[src/rtl/lod_pkg.sv]
package lod_pkg;

    localparam int DEF_DATA_W = 52;
    localparam int DEF_GRP_W  = 4;

    // Base bit distance from the MSB for a slice index.
    function automatic int slice_base(input int idx, input int grp_w);
        return idx * grp_w;
    endfunction

endpackage

[src/rtl/lod_slice_enc.sv]
module lod_slice_enc #(
    parameter int GRP_W = 4,
    localparam int LCL_W = (GRP_W > 1) ? $clog2(GRP_W) : 1
) (
    input  logic [GRP_W-1:0] bits_i,
    output logic             busy_o,
    output logic [LCL_W-1:0] depth_o
);

    always_comb begin
        busy_o  = |bits_i;
        depth_o = '0;
        // Scan upward so the highest set bit overwrites the rest.
        for (int i = 0; i < GRP_W; i++) begin
            if (bits_i[i]) begin
                depth_o = LCL_W'(GRP_W - 1 - i);
            end
        end
    end

endmodule

[src/rtl/lod_slice_pick.sv]
module lod_slice_pick #(
    parameter int NGRP = 13,
    localparam int GI_W = (NGRP > 1) ? $clog2(NGRP) : 1
) (
    input  logic [NGRP-1:0] busy_i,
    output logic [GI_W-1:0] idx_o,
    output logic            none_o
);

    always_comb begin
        none_o = ~|busy_i;
        idx_o  = '0;
        // Scan from the least significant slice so index 0 wins last.
        for (int g = NGRP - 1; g >= 0; g--) begin
            if (busy_i[g]) begin
                idx_o = GI_W'(g);
            end
        end
    end

endmodule

[src/rtl/msb_locator.sv]
module msb_locator #(
    parameter int DATA_W  = lod_pkg::DEF_DATA_W,
    parameter int GRP_W   = lod_pkg::DEF_GRP_W,
    parameter bit MID_REG = 1'b1,
    localparam int NGRP  = DATA_W / GRP_W,
    localparam int LCL_W = (GRP_W > 1) ? $clog2(GRP_W) : 1,
    localparam int GI_W  = (NGRP > 1) ? $clog2(NGRP) : 1,
    localparam int CNT_W = $clog2(DATA_W + 1)
) (
    input  logic              clk,
    input  logic              rst_n,
    input  logic [DATA_W-1:0] data_i,
    output logic [CNT_W-1:0]  count_o,
    output logic              zero_o
);

    typedef struct packed {
        logic [NGRP-1:0]       busy;
        logic [NGRP*LCL_W-1:0] depth;
    } mid_t;

    typedef struct packed {
        logic [CNT_W-1:0] count;
        logic             zero;
    } res_t;

    logic [NGRP-1:0]       slice_busy;
    logic [NGRP*LCL_W-1:0] slice_depth;
    mid_t                  mid_d, mid_q;
    res_t                  res_d, res_q;
    logic [GI_W-1:0]       win_idx;
    logic                  win_none;

    // First level: one encoder per slice; slice 0 is the top of data_i.
    for (genvar g = 0; g < NGRP; g++) begin : g_slice
        localparam int HI = DATA_W - 1 - g * GRP_W;
        lod_slice_enc #(.GRP_W(GRP_W)) u_enc (
            .bits_i  (data_i[HI -: GRP_W]),
            .busy_o  (slice_busy[g]),
            .depth_o (slice_depth[g*LCL_W +: LCL_W])
        );
    end

    always_comb begin
        mid_d.busy  = slice_busy;
        mid_d.depth = slice_depth;
    end

    // Optional register between the levels.
    if (MID_REG) begin : g_mid_reg
        always_ff @(posedge clk or negedge rst_n) begin
            if (!rst_n) begin
                mid_q <= '0;
            end else begin
                mid_q <= mid_d;
            end
        end
    end else begin : g_mid_flat
        always_comb mid_q = mid_d;
    end

    // Second level: pick the highest busy slice.
    lod_slice_pick #(.NGRP(NGRP)) u_pick (
        .busy_i (mid_q.busy),
        .idx_o  (win_idx),
        .none_o (win_none)
    );

    always_comb begin
        logic [LCL_W-1:0] sel_depth;
        sel_depth = '0;
        for (int g = 0; g < NGRP; g++) begin
            if (win_idx == GI_W'(g)) begin
                sel_depth = mid_q.depth[g*LCL_W +: LCL_W];
            end
        end
        if (win_none) begin
            res_d.count = CNT_W'(DATA_W);
            res_d.zero  = 1'b1;
        end else begin
            res_d.count = CNT_W'(lod_pkg::slice_base(int'(win_idx), GRP_W)
                                 + int'(sel_depth));
            res_d.zero  = 1'b0;
        end
    end

    always_ff @(posedge clk or negedge rst_n) begin
        if (!rst_n) begin
            res_q.count <= CNT_W'(DATA_W);
            res_q.zero  <= 1'b1;
        end else begin
            res_q <= res_d;
        end
    end

    assign count_o = res_q.count;
    assign zero_o  = res_q.zero;

endmodule

[config.mk]
export PLATFORM = sky130hd
export DESIGN_NAME = msb_locator
export DESIGN_NICKNAME = d
export VERILOG_FILES = /design/src/rtl/lod_pkg.sv /design/src/rtl/lod_slice_enc.sv /design/src/rtl/lod_slice_pick.sv /design/src/rtl/msb_locator.sv
export SDC_FILE = /design/constraint.sdc
export NUM_CORES = 1
export LEC_CHECK = 0
export ABC_AREA = 0
export BUFFER_PORTS_ARGS = -buffer_cell sky130_fd_sc_hd__buf_2
export CORE_MARGIN = 8
export CORE_UTILIZATION = 40
export CTS_CLUSTER_DIAMETER = 120
export DETAILED_ROUTE_END_ITERATION = 10
export GPL_TIMING_DRIVEN = 0
export REMOVE_ABC_BUFFERS = 1
export SLEW_MARGIN = 20
export SYNTH_ARGS = -nofsm -noshare
export SYNTH_HDL_FRONTEND = slang
export SYNTH_SLANG_ARGS = --single-unit
[constraint.sdc]
create_clock -name clk -period 5.4 [get_ports clk]
set_clock_uncertainty 0.05 [all_clocks]
set_input_delay 0.54 -clock clk [delete_from_list [all_inputs] [get_ports clk]]
set_output_delay 0.54 -clock clk [all_outputs]
set_load 0.005 [all_outputs]
Word level (Yosys, flattened, before mapping)
Index checks and enable logic that the tools add are counted.

Register bits: 46. Input port bits: 54. Output and inout port bits: 7. Word-level logic and storage cells: 111.

Add/subtract/negate cells: 1. Equality and inequality tests: 12. Mux-type cells: 79. Reduce and logical (&&, ||, !) cells: 15.

Operator list (number): two-way mux 2 bit (65); two-way mux 4 bit (13); OR reduction 4 bit (13); == test 4 bit, second input constant (5); == test 4 x 3 -> 1 bit, second input constant (4); OR reduction 13 bit (1); == test 4 x 2 -> 1 bit, second input constant (2); two-way mux 7 bit (1); adder 6 x 2 -> 6 bit (1); == test 4 x 1 -> 1 bit, second input constant (1); logical NOT 4 bit (1).

Depth between registers and ports, before layout
Depth after elaboration: 29. Mapped depth: 10. Gate-level depth less buffers: 8.

Cells and area by module
From an unflattened synthesis, not the netlist that was laid out.

Cell total of the unflattened synthesis: 210. Area, all modules: 2122.0 µm².

By module, submodules not included: msb_locator (times used 1, cells each 94, area each 1497.7 µm², sequential area each 1156.1 µm²); lod_slice_enc (times used 13, cells each 7, area each 35.0 µm², sequential area each 0.0 µm²); lod_slice_pick (times used 1, cells each 25, area each 168.9 µm², sequential area each 0.0 µm²).

Worst setup path before layout
No wires, ideal clock.

Kind: reg-to-reg. Start: reg mid_q[29] (netlist bit). End: reg res_q (netlist bit count_o[0]). Library setup time: 0.125 ns. Arrival: 1.882 ns. Data required time: 5.225 ns. Slack: 3.343 ns. Cell stages (with the launch flop): 11. Buffers on the path: 2. Period minus slack after synthesis: 2.057 ns. Cell sequence: dfrtp_1 -> nor4_1 -> o31a_1 -> or2_1 -> buf_4 -> inv_2 -> buf_2 -> nor3_1 -> o32ai_2 -> a221oi_2 -> o21ai_2.

RTL lines: start: declaration (line msb_locator.sv:29) `mid_t mid_d, mid_q;`; start signal: assignment (line msb_locator.sv:55) `mid_q <= mid_d;`; end signal: assignment (line msb_locator.sv:92) `res_q <= res_d;`; end: declaration (line msb_locator.sv:30) `res_t res_d, res_q;`.

==> qor.txt <==
status: completed
final core occ: 50.6%
Layout fillers: 491
DR pass1 iterations: 4
#FFs+latches synth: 46
commonest cells after routing, fill and taps aside: 60 x buf_2, 49 x nor2_1, 42 x dfrtp_1
clk slew on worst S/H paths: 80 ps
Slew @ Worst Pin: 932 ps
Post-DP HPWL: 3620 µm
critical path type: reg -> reg
CP endpoint kind: register
highest clock rate: 423 MHz
CP startpoint kind: register
CTS H-tree lvls: 2
initial drt markers: 109
Post-CTS Setup Bufs: 0
post-synth top area share: 49.9%
area of the core: 0.00511 mm²
Via Count: 1756
Hold-fix buffers, CTS: 0
Global Route Usage Sum: 13.0%
antenna fix cells: 0
most common cell after layout, fill and taps aside: buf_2
number of port buffers: 60
Arrival @ worst endpoint: 2500 ps
DRT antenna net count: 0
worst hold slack: 334 ps
final setup fails: 0
CTS Root Cell: clkbuf_8
GR Util met3: 4.09%
Yosys cell types: 42
fin crit share: 43.8%
Tmin final: 2360 ps
Slew Limit Fails: 0
final net count: 346
initial antenna violation count: 0
vias in the first global route: 1768
Mapped Cells: 229
RSZ-0062 raised after global routing: no
top fanout value on the critical path: 7
row count: 26
Die Ht: 88.6 µm
Max VDD drop: 0.137 mV
total of warnings raised by yosys: 0
global route overflow: 0
drt wl/cell: 12.7 µm
largest cells by area after synthesis: dfrtp_1 50%, nor2_1 8.7%, dfstp_2 5.0%
CTS max path bufs: 2
TritonCTS clock tree: yes
Place WS: 3050 ps
setup_tns: 0 ps
CTS sink count: 46
count of final hold-check violations: 0
sequential share of the synthesized area: 54.8%
setup ws final: 3040 ps
Die X: 88.6 µm
Leak: 1.25 nW
Yosys top cell by area: dfrtp_1
met1 Resource Use GR: 16.1%
cell area after synthesis: 0.00211 mm²
drt drc: 0
RD Place Congestion: 0.797
Total Routed Length: 4600 µm
syn avg cell area: 9.21 µm²
GRT Max-Usage Layer: met2
Power Dens Cells: 263 mW/mm²
vias per inst: 4.84
clk_lat worst skew: 290 ps
first-pass GRT wire length: 7820 µm
P&R area growth vs syn: 22.6%
share of cells above drive strength 1: 26.6%
Slew Limit Headroom: 37.9%
die area: 0.00785 mm²
Inserted Clock Buffers: 5
grt met2 use: 20.0%
Required @ worst endpoint: 5530 ps
I/O pins: 61
Maximum Capacitance Violations: 0
Worst Hold Class: in -> async
largest net degree at the start of global routing: 47
Initial Util: 41.3%
Resized cells post-CTS: 0
[state kept, by name, indices dropped and copies added, names as in the netlist]
name     flops
zero_o       1
mid_q       39
count_o      6
[metrics by stage]
step,instances,power (mW),cell area [µm²]
finish,363,0.679,2580
global route,363,0.713,2580
CTS,363,0.689,2580
detailed placement,355,0.438,2470
global placement,355,0.437,2470
floorplan,225,0.398,2090
[worst paths after layout]
kind / start / to / slack (ps) / cells past startpoint
min: rst_n / mid_q[35]$_DFF_PN0_ / 330 / 1
max reg2reg: mid_q[36]$_DFF_PN0_ / count_o[0]$_DFF_PN0_ / 3040 / 7
min reg2reg: mid_q[38]$_DFF_PN0_ / zero_o$_DFF_PN1_ / 420 / 1
max in group asynchronous: rst_n / mid_q[29]$_DFF_PN0_ / 4380 / 1
max: mid_q[36]$_DFF_PN0_ / count_o[0]$_DFF_PN0_ / 3040 / 7
min in group clk: data_i[31] / mid_q[10]$_DFF_PN0_ / 370 / 2
[critical path: stages, from the launching register on]
cell      delay [ps]
dfrtp_1          400
nand2b_1         170
a221oi_1         530
o211ai_2         300
o21ai_0          230
nand4_1          130
a221oi_2         370
o21ai_2           80
[layer usage]
layer,wire length [µm],vias up,share of wire (%)
met1,2150,787,47
li1,-,919,-
met4,56,0,1.2
met3,241,4,5.2
met2,2150,46,47
met5,0,-,0
[cell families (layout without fill, tap and decap cells)]
kind of cell	count (synthesis)	count (layout)	share of synthesized area, %
AO/OA/AOI/OAI	50	50	16.7
flip-flops	46	46	54.8
AND/OR/NAND/NOR	104	104	22.1
multiplexers	3	3	1.42
buffers and inverters	26	90	4.93
[cell type report]
class / count / area, µm² / area share (%)
clock inverters: 2 / 37.5 / 1.45
well taps: 70 / 87.6 / 3.39
inverters: 22 / 82.6 / 3.19
flip-flops and latches: 46 / 1160 / 44.7
repair buffers: 60 / 300 / 11.6
clock buffers: 6 / 72.6 / 2.81
multi-input cells: 157 / 848 / 32.8
[where the power goes]
part | total, mW | switching (mW) | internal [mW]
Clock | 0.248 | 0.110 | 0.138
Combinational | 0.0641 | 0.0351 | 0.0290
Sequential | 0.367 | 0.00768 | 0.359
Total | 0.679 | 0.152 | 0.526
[synthesized netlist by cell type (all sizes together)]
master and number:
a32oi 1, inv 22, o22ai 1, mux2i 3, o31ai 2, o32ai 1
nand3 3, nor4 3, or2 1, dfrtp 42, nand2b 3, a21oi 17
nand4 2, a41o 1, a22oi 4, nor3 19, or4 2, and3 3
a21o 3, a211oi 1, o21bai 1, o21ai 7, o211ai 3, nand2 19
buf 3, o31a 2, a21boi 1, nor2 49, o211a 1, clkbuf 1
a221o 1, a221oi 2, o2bb2ai 1, dfstp 4
Power figures use the tool's default switching activity.
